===== config.mk =====
export PLATFORM = sky130hd
export DESIGN_NAME = rsb_unit
export DESIGN_NICKNAME = d
export VERILOG_FILES = /design/src/rtl/rsb_pkg.sv /design/src/rtl/rsb_shift_path.sv /design/src/rtl/rsb_bit_path.sv /design/src/rtl/rsb_unit.sv
export SDC_FILE = /design/constraint.sdc
export NUM_CORES = 1
export LEC_CHECK = 0
export ABC_AREA = 1
export BUFFER_PORTS_ARGS = -buffer_cell sky130_fd_sc_hd__buf_2
export CORE_MARGIN = 5
export CORE_UTILIZATION = 50
export DETAILED_ROUTE_END_ITERATION = 7
export PLACE_DENSITY = 0.82
export RECOVER_POWER = 25
export SYNTH_ARGS = -nofsm -noshare
export SYNTH_HDL_FRONTEND = slang
export SYNTH_SLANG_ARGS = --single-unit

===== constraint.sdc =====
create_clock -name vclk -period 1.1
set_input_delay 0.11 -clock vclk [all_inputs]
set_output_delay 0.11 -clock vclk [all_outputs]
set_load 0.1 [all_outputs]

===== src/rtl/rsb_pkg.sv =====
package rsb_pkg;

  localparam int unsigned OP_W = 4;

  typedef enum logic [OP_W-1:0] {
    OP_RLC  = 4'd0,
    OP_RRC  = 4'd1,
    OP_RL   = 4'd2,
    OP_RR   = 4'd3,
    OP_SLA  = 4'd4,
    OP_SRA  = 4'd5,
    OP_SRL  = 4'd6,
    OP_SWAP = 4'd7,
    OP_BTST = 4'd8,
    OP_BCLR = 4'd9,
    OP_BSET = 4'd10
  } rsb_op_e;

  typedef struct packed {
    logic z;
    logic n;
    logic h;
    logic c;
  } rsb_flags_t;

endpackage


===== src/rtl/rsb_shift_path.sv =====
module rsb_shift_path
  import rsb_pkg::*;
#(
  parameter int unsigned W = 8
) (
  input  rsb_op_e          op_i,
  input  logic [W-1:0]     opnd_i,
  input  logic             c_in_i,
  input  logic             acc_form_i,
  output logic [W-1:0]     res_o,
  output rsb_flags_t       flags_o
);

  localparam int unsigned HALF = W / 2;

  logic [W-1:0] res_d;
  logic         c_d;
  logic         is_rot;

  always_comb begin
    res_d = opnd_i;
    c_d   = 1'b0;
    case (op_i)
      OP_RLC: begin
        res_d = {opnd_i[W-2:0], opnd_i[W-1]};
        c_d   = opnd_i[W-1];
      end
      OP_RRC: begin
        res_d = {opnd_i[0], opnd_i[W-1:1]};
        c_d   = opnd_i[0];
      end
      OP_RL: begin
        res_d = {opnd_i[W-2:0], c_in_i};
        c_d   = opnd_i[W-1];
      end
      OP_RR: begin
        res_d = {c_in_i, opnd_i[W-1:1]};
        c_d   = opnd_i[0];
      end
      OP_SLA: begin
        res_d = {opnd_i[W-2:0], 1'b0};
        c_d   = opnd_i[W-1];
      end
      OP_SRA: begin
        res_d = {opnd_i[W-1], opnd_i[W-1:1]};
        c_d   = opnd_i[0];
      end
      OP_SRL: begin
        res_d = {1'b0, opnd_i[W-1:1]};
        c_d   = opnd_i[0];
      end
      OP_SWAP: begin
        res_d = {opnd_i[HALF-1:0], opnd_i[W-1:HALF]};
        c_d   = 1'b0;
      end
      default: begin
        res_d = opnd_i;
        c_d   = c_in_i;
      end
    endcase
  end

  assign is_rot = (op_i == OP_RLC) || (op_i == OP_RRC) ||
                  (op_i == OP_RL)  || (op_i == OP_RR);

  always_comb begin
    res_o     = res_d;
    flags_o.z = (is_rot && acc_form_i) ? 1'b0 : ~|res_d;
    flags_o.n = 1'b0;
    flags_o.h = 1'b0;
    flags_o.c = c_d;
  end

endmodule


===== src/rtl/rsb_bit_path.sv =====
module rsb_bit_path
  import rsb_pkg::*;
#(
  parameter int unsigned W     = 8,
  parameter int unsigned IDX_W = $clog2(W)
) (
  input  rsb_op_e          op_i,
  input  logic [W-1:0]     opnd_i,
  input  logic [IDX_W-1:0] idx_i,
  output logic [W-1:0]     res_o,
  output logic             test_z_o
);

  logic [W-1:0] sel_mask;

  generate
    for (genvar g = 0; g < W; g++) begin : g_mask
      assign sel_mask[g] = (idx_i == IDX_W'(g));
    end
  endgenerate

  assign test_z_o = ~|(opnd_i & sel_mask);

  always_comb begin
    case (op_i)
      OP_BCLR: res_o = opnd_i & ~sel_mask;
      OP_BSET: res_o = opnd_i | sel_mask;
      default: res_o = opnd_i;
    endcase
  end

endmodule


===== src/rtl/rsb_unit.sv =====
module rsb_unit
  import rsb_pkg::*;
#(
  parameter int unsigned W     = 8,
  parameter int unsigned IDX_W = $clog2(W)
) (
  input  logic [W-1:0]     opnd_i,
  input  logic [IDX_W-1:0] bit_idx_i,
  input  logic [OP_W-1:0]  op_sel_i,
  input  logic             acc_form_i,
  input  logic [3:0]       flags_i,
  output logic [W-1:0]     result_o,
  output logic             wr_en_o,
  output logic [3:0]       flags_o
);

  rsb_op_e    op;
  rsb_flags_t fl_in;
  rsb_flags_t fl_out;
  rsb_flags_t sh_flags;
  logic [W-1:0] sh_res;
  logic [W-1:0] bit_res;
  logic         bit_z;

  assign op    = rsb_op_e'(op_sel_i);
  assign fl_in = rsb_flags_t'(flags_i);

  rsb_shift_path #(.W(W)) i_shift (
    .op_i       (op),
    .opnd_i     (opnd_i),
    .c_in_i     (fl_in.c),
    .acc_form_i (acc_form_i),
    .res_o      (sh_res),
    .flags_o    (sh_flags)
  );

  rsb_bit_path #(.W(W), .IDX_W(IDX_W)) i_bit (
    .op_i     (op),
    .opnd_i   (opnd_i),
    .idx_i    (bit_idx_i),
    .res_o    (bit_res),
    .test_z_o (bit_z)
  );

  always_comb begin
    result_o = opnd_i;
    wr_en_o  = 1'b0;
    fl_out   = fl_in;
    case (op)
      OP_RLC, OP_RRC, OP_RL, OP_RR,
      OP_SLA, OP_SRA, OP_SRL, OP_SWAP: begin
        result_o = sh_res;
        wr_en_o  = 1'b1;
        fl_out   = sh_flags;
      end
      OP_BTST: begin
        fl_out.z = bit_z;
        fl_out.n = 1'b0;
        fl_out.h = 1'b1;
      end
      OP_BCLR, OP_BSET: begin
        result_o = bit_res;
        wr_en_o  = 1'b1;
      end
      default: ;
    endcase
  end

  assign flags_o = fl_out;

  always_comb begin
    if (op_sel_i <= OP_W'(OP_SWAP)) begin

      shift_nh_clear_chk: assert (flags_o[2] == 1'b0 && flags_o[1] == 1'b0 && wr_en_o);
    end
    if (op_sel_i == OP_W'(OP_SWAP)) begin

      swap_c_clear_chk: assert (flags_o[0] == 1'b0);
    end
    if (acc_form_i && op_sel_i <= OP_W'(OP_RR)) begin

      acc_rot_z_chk: assert (flags_o[3] == 1'b0);
    end
    if (op_sel_i == OP_W'(OP_BTST)) begin

      bit_test_keep_chk: assert (!wr_en_o && flags_o[0] == flags_i[0] && result_o == opnd_i);
    end
    if (op_sel_i == OP_W'(OP_BCLR) || op_sel_i == OP_W'(OP_BSET)) begin

      bit_edit_flags_chk: assert (flags_o == flags_i && $countones(result_o ^ opnd_i) <= 1);
    end
  end

endmodule


==> results of run 1 <==
## synthesized netlist by cell type (all sizes together)
master   count  area, µm²
nand2       64        255
nand3       30        155
nor2        19       91.3
inv         14       52.6
o21ai       11       55.1
nor3         7       35.0
a22oi        5       37.5
nand4        5       31.3
buf          3       30.0
o2111ai      2       17.5
a21oi        1       5.00
nand3b       1       7.51
nor3b        1       7.51
## per-stage QoR
| stage | instances | setup WS [ps] |
|---|---|---|
| floorplan | 163 | -651 |
| global placement | 249 | -348 |
## cell families after synthesis
family,after synthesis
AOI/OAI and AO/OA,19
and+or+nand+nor,127
buffers and inverters,17
==> metrics.md, run 1 <==
| Metric | Value |
|---|---|
| Status | `did not finish` |
| Exit stage | `detailed placement` |
| Stop err | `[ERROR DPL-0038] Utilization greater than 100%, impossible to legalize` |
| IO Count | `33` |
| Chip Width | `49.5 µm` |
| Combinational family with the most area after synthesis | `simple AND/OR/NAND/NOR gates` |
| Syn nets | `~180` |
| Post-Synth XOR/XNOR Area | `0` |
| Post-Synth Simple-Gate Area | `0.747` |
| Initial core utilization | `0.524` |
| Adder-Cell Fraction of Synth Area | `0` |
| Die Height | `between 40 and 50 µm` |
| Post-synthesis mux area share | `0` |
| Gpl congestion | `0.990` |
| Synth Area in Compound Gates | `0.147` |
| Cell count after synthesis | `163` |
| Post-Syn Area | `about 800 µm²` |
| Register area share after synthesis | `0` |
| Syn_area_per_cell | `4.79 µm²` |
| Num rows | `14` |
| Yosys cell types | `21` |
| YS warnings | `0` |
| Input/output buffers | `33` |
==> run 2: changes to the inputs <==
--- a/config.mk
+++ b/config.mk
@@ -7,10 +7,10 @@
 export LEC_CHECK = 0
 export ABC_AREA = 1
 export BUFFER_PORTS_ARGS = -buffer_cell sky130_fd_sc_hd__buf_2
-export CORE_MARGIN = 5
-export CORE_UTILIZATION = 50
+export CORE_AREA = 5 5 66 68
 export DETAILED_ROUTE_END_ITERATION = 7
-export PLACE_DENSITY = 0.82
+export DIE_AREA = 0 0 71 73
+export PLACE_DENSITY_LB_ADDON = 0.15
 export RECOVER_POWER = 25
 export SYNTH_ARGS = -nofsm -noshare
 export SYNTH_HDL_FRONTEND = slang
==> metrics.md, run 2 <==
| Metric | Value |
|---|---|
| Final std cells w/o fill | `296` |
| Placed Instances | `between 200 and 300` |
| CP Max Fanout | `7` |
| Hold Buf Count CTS | `0` |
| Syn_area_per_cell | `4.79 µm² (unchanged)` |
| Pin count of the biggest net entering global routing | `10` |
| Cell with the most instances after synthesis | `nand2_1 (unchanged)` |
| Core area | `about 3800 µm²` |
| Top cells by area, synth | `nand2_1 (29%), nand3_1 (19%), o21ai_0 (6.4%), nor2_1 (6.3%), a22oi_1 (4.8%) (unchanged)` |
| Drt total wl | `3920 µm` |
| Vias in the first global route | `between 1000 and 1500` |
| Share of layout cells above drive strength 1 | `0.687` |
| Fmax achieved | `about 730 MHz` |
| IO Count | `33 (unchanged)` |
| Antenna-violating nets left | `0` |
| Peak VDD IR | `around 310 µV` |
| Final slew viol count | `0` |
| Final Power | `approximately 1.3 mW` |
| DRT iter0 DRCs | `60` |
| DRT Pass-1 Iters | `4` |
| Worst hold start | `flags_i[1]` |
| Fin crit share | `1.25` |
| Input/output buffers | `33 (unchanged)` |
| Critical path launch point type | `primary input` |
| Hold WC Path Type | `in2out` |
| Antenna diodes | `0` |
| Internal Pwr Total | `between 500 and 600 µW` |
| Relative slew slack | `0.824` |
| CP Class | `in2out` |
| Worst setup path start | `op_sel_i[3]` |
| Fill cells | `~370` |
| DRC violations left | `0` |
| Commonest non-fill, non-tap cell in the layout | `buf_4` |
| Worst Hold Depth | `4` |
| Met1 usage | `0.187` |
| Grt met3 use | `0.00413` |
| Combinational Power Share | `1.000` |
| Initial core utilization | `0.206 (was 0.524)` |
| Register area share after synthesis | `0 (unchanged)` |
| Vias after detailed routing | `1421` |
| Area leader, netlist | `nand2_1 (unchanged)` |
| Yosys cell types | `21 (unchanged)` |
| CLK BUF | `0` |
| GR Layer Usage met2 | `0.250` |
| Reg power frac | `0` |
| Hold slack | `just over 600 ps` |
| Pwr/cell area | `624 nW/µm²` |
| Cell count after synthesis | `163 (unchanged)` |
| Final HPWL DP | `between 2000 and 3000 µm` |
| Synth cell count leaders | `nand2_1 (60), nand3_1 (29), nor2_1 (13) (unchanged)` |
| First-pass GRT wire length | `about 6000 µm` |
| Chip Width | `71 µm (was 49.5 µm)` |
| Synthesis-to-finish area growth | `171%` |
| Sw frac | `0.599` |
| Status | `finished, violations left (was did not finish)` |
| Reg area | `0 µm²` |
| Slew @ Worst Pin | `262 ps` |
| Yosys top cell area share | `0.288 (unchanged)` |
| Post-DP Area | `about 1700 µm²` |
| Most frequent cells in the layout | `buf_4 (40), nand2_1 (38), nand3_1 (18), buf_12 (16), buf_2 (14)` |
| Crit path capture type | `output pin` |
| WHS Endpoint | `flags_o[1]` |
| Final min period | `roughly 1400 ps` |
| Seq cells | `0` |
| RSZ-0062 raised after global routing | `yes` |
| GRT Overall Usage | `0.139` |
| Grt total ovfl | `0` |
| Setup Viol. Count Final | `12` |
| Global route hottest layer | `met2` |
| WL per Instance | `between 10 and 15 µm` |
| Num rows | `23 (was 14)` |
| YS warnings | `0 (unchanged)` |
| Maxcap violations | `0` |
| Initial antenna violation count | `0` |
| Violated checks | `setup timing` |
| Endpoints failing hold | `0` |
| Leak | `~1.0 nW` |
| Post-Syn Area | `781 µm² (unchanged)` |
| Arr. time, crit path | `around 1300 ps` |
| Worst setup margin | `-270 ps` |
| Clock network power share | `0` |
| Crit path required time | `approximately 1000 ps` |
| Post-route cell area | `2110 µm²` |
| Place WS | `-450 ps` |
| Syn nets | `183 (unchanged)` |
| Die Height | `73 µm (was 49.5 µm)` |
| Die area | `between 5000 and 6000 µm²` |
| Gpl congestion | `0.831 (was 0.990)` |
| Sw power | `789 µW` |
| Layout Nets | `about 270` |
| Via density | `slightly below 5` |
==> run 2: cell counts after synthesis <==
No cell type changed its count.
==> run 2: through the flow <==
step,utilization,setup TNS [ps]
final,0.556,-2360
after CTS,0.498,-2480
after global routing,0.556,-2980
after detailed placement,0.437,-4140
after global placement,0.437,-4320
after floorplan,-,-2340
==> run 2: power groups by stage <==
stage / logic (mW) / clock network, mW / registers (mW)
after floorplan: 0.673 / 0 / 0
after global placement: 1.13 / 0 / 0
after detailed placement: 1.13 / 0 / 0
after CTS: 1.23 / 0 / 0
after global routing: 1.38 / 0 / 0
final: 1.32 / 0 / 0
==> run 2: worst max-delay path by stage <==
stage | endpoint | slack [ps] | cells past startpoint
floorplan | result_o[7] | -650 | 8
global placement | flags_o[3] | -510 | 12
detailed placement | flags_o[3] | -450 | 12
CTS | flags_o[3] | -320 | 12
global route | flags_o[3] | -340 | 11
finish | flags_o[3] | -270 | 11
==> run 2: cells by family (layout without fill, tap and decap cells) <==
kind of cell / Yosys count / in the layout / synth area share
AOI/OAI and AO/OA: 19 / 19 / 0.147
buffers and inverters: 17 / 98 / 0.106
and+or+nand+nor: 127 / 129 / 0.747
==> run 2: metal layers <==
layer  part of all wire  vias to the layer above
met4             0.0077                        0
met1               0.42                      654
met5                  0                        -
met2               0.54                       35
li1                   -                      727
met3              0.037                        5
==> run 2: final cells by class <==
class	instances	area, µm²	area share
Inverter	14	95.1	0.0450
Multi-Input combinational cell	148	1100	0.520
Timing Repair Buffer	84	856	0.405
Tap cell	50	62.6	0.0296
==> run 2: timing repair <==
item	CTS	global route
cloned	0	2
buffers inserted	4	4
resized for setup	64	52
pin swaps	17	32
setup endpoints to repair	13	13
==> run 2: critical path: stages <==
cell	delay, ps
buf_12	110
inv_8	40
buf_4	130
nand3_2	40
nand2_1	60
nand2_2	90
nand3_2	100
nor3_4	200
nand3_2	110
nand2_4	80
buf_12	170
No activity file was read; power rests on OpenSTA's default activity.
==> run 3: changes to the inputs <==
==> constraint.sdc (replaced) <==
create_clock -name vclk -period 1.6
set_input_delay 0.16 -clock vclk [all_inputs]
set_output_delay 0.16 -clock vclk [all_outputs]
set_load 0.1 [all_outputs]
==> metrics.md, run 3 (synthesized netlist as in run 2, its figures left out) <==
| Metric | Value |
|---|---|
| Status | `completed (was finished, violations left)` |
| Setup Viol. Count Final | `0 (was 12)` |
| DRC violations left | `0 (unchanged)` |
| Commonest non-fill, non-tap cell in the layout | `nand2_1 (was buf_4)` |
| Final min period | `roughly 1500 ps` |
| CLK BUF | `0 (unchanged)` |
| Gpl congestion | `0.814 (was 0.831)` |
| Pin count of the biggest net entering global routing | `10 (unchanged)` |
| Reg power frac | `0 (about the same)` |
| Final slew viol count | `0 (unchanged)` |
| Reg area | `0 µm² (unchanged)` |
| Antenna diodes | `0 (unchanged)` |
| Maxcap violations | `0 (unchanged)` |
| Leak | `0.717 nW (was 1.00 nW)` |
| Critical path launch point type | `primary input (unchanged)` |
| Fmax achieved | `between 600 and 700 MHz` |
| Die Height | `73 µm (unchanged)` |
| Grt total ovfl | `0 (unchanged)` |
| GRT Overall Usage | `0.126 (was 0.139)` |
| DRT Pass-1 Iters | `4 (unchanged)` |
| Combinational Power Share | `1.000 (about the same)` |
| Arr. time, crit path | `1370 ps (was 1260 ps)` |
| Share of layout cells above drive strength 1 | `0.451 (was 0.687)` |
| Final HPWL DP | `2800 µm (was 2950 µm)` |
| CP Max Fanout | `9 (was 7)` |
| Endpoints failing hold | `0 (unchanged)` |
| Seq cells | `0 (unchanged)` |
| Antenna-violating nets left | `0 (unchanged)` |
| First-pass GRT wire length | `5460 µm (was 6030 µm)` |
| Chip Width | `71 µm (unchanged)` |
| WL per Instance | `12.4 µm (was 13.2 µm)` |
| Internal Pwr Total | `243 µW (was 528 µW)` |
| Core area | `3800 µm² (unchanged)` |
| Slew @ Worst Pin | `547 ps (was 262 ps)` |
| Synthesis-to-finish area growth | `85.3% (was 171%)` |
| CP Class | `in2out (unchanged)` |
| Hold WC Path Type | `in2out (unchanged)` |
| Vias in the first global route | `1179 (was 1336)` |
| Input/output buffers | `33 (unchanged)` |
| Num rows | `23 (unchanged)` |
| Via density | `4.72 (was 4.80)` |
| Peak VDD IR | `176 µV (was 310 µV)` |
| Initial core utilization | `0.206 (unchanged)` |
| Vias after detailed routing | `1241 (was 1421)` |
| Layout Nets | `235 (was 268)` |
| Final Power | `711 µW (was 1.32 mW)` |
| Crit path required time | `1440 ps (was 990 ps)` |
| DRT iter0 DRCs | `87 (was 60)` |
| Fin crit share | `0.956` |
| Sw frac | `0.659 (was 0.599)` |
| Relative slew slack | `0.637 (was 0.824)` |
| Final Util | `0.381 (was 0.556)` |
| Sw power | `468 µW (was 789 µW)` |
| Die area | `5180 µm² (unchanged)` |
| Clock network power share | `0 (about the same)` |
| Worst setup margin | `69.8 ps (was -270 ps)` |
| Place WS | `-81.8 ps (was -450 ps)` |
| RSZ-0062 raised after global routing | `yes (unchanged)` |
| Most frequent cells in the layout | `nand2_1 (56), nand3_1 (25), buf_4 (22), buf_2 (16), buf_12 (10) (was buf_4 (40), nand2_1 (38), nand3_1 (18), buf_12 (16), buf_2 (14))` |
| IO Count | `33 (unchanged)` |
| Pwr/cell area | `491 nW/µm² (was 624 nW/µm²)` |
| Crit path capture type | `output pin (unchanged)` |
| Drt total wl | `3260 µm (was 3920 µm)` |
| Initial antenna violation count | `0 (unchanged)` |
[run 3: cell count changes in the layout (fill, tap and decap cells not counted), moves of 4 or more]
cell	previous run	this run
buf_4	40	22
nand2_1	38	56
buf_6	12	1
nand2_4	13	3
nand2_2	13	5
nand3_1	18	25
buf_12	16	10
nand3_2	9	4
nor2_4	8	3
inv_4	4	0
nor2_1	3	7
o21ai_0	1	5
[run 3: path summary, 6_finish.rpt]
| kind | startpoint | endpoint | cells past startpoint |
|---|---|---|---|
| setup / recovery | op_sel_i[3] | result_o[2] | 9 |
| hold / removal | flags_i[3] | flags_o[3] | 4 |
[run 3: metrics by stage]
stage	setup TNS, ps	instance area, µm²	hold slack (ps)	cells
CTS	0	1400	701	263
global placement	-71.9	1390	699	263
floorplan	-644	875	637	163
global route	-29.1	1450	769	263
detailed placement	-81.8	1390	701	263
finish	0	1450	736	263
[run 3: area by class of cell]
class,count,area [µm²]
fill,433,2350
multi-input combinational,146,845
timing repair buffer,53,482
tap,50,62.6
inverter,14,57.6
[run 3: worst max-delay path: stages]
cell and delay (ps):
buf_4 130, buf_4 140, nor2_4 190, nand2_1 100
nand2_2 110, nand2_1 80, buf_4 140, o2111ai_4 110
buf_12 210
[run 3: timing repair]
action,CTS,global route
gates resized for setup,4,29
endpoints found under the hold margin,0,0
pin swaps,1,6
cloned,0,0
endpoints found under the setup margin,1,9
buffers inserted,0,0
hold buffers,0,0
[run 3: layer usage]
layer / vias up / GRT usage / wire (µm)
met5: - / 0 / 0
met4: 0 / 0 / 0
met3: 0 / 0.00551 / 114
met2: 28 / 0.233 / 1610
met1: 559 / 0.173 / 1540
li1: 654 / - / -
[run 3: power by group through the flow]
| stage | Sequential, mW | Clock [mW] | Combinational (mW) |
|---|---|---|---|
| 2_1_floorplan | 0 | 0 | 0.431 |
| 3_3_place_gp | 0 | 0 | 0.697 |
| 3_5_place_dp | 0 | 0 | 0.696 |
| 4_1_cts | 0 | 0 | 0.700 |
| 5_1_grt | 0 | 0 | 0.750 |
| 6_report | 0 | 0 | 0.711 |
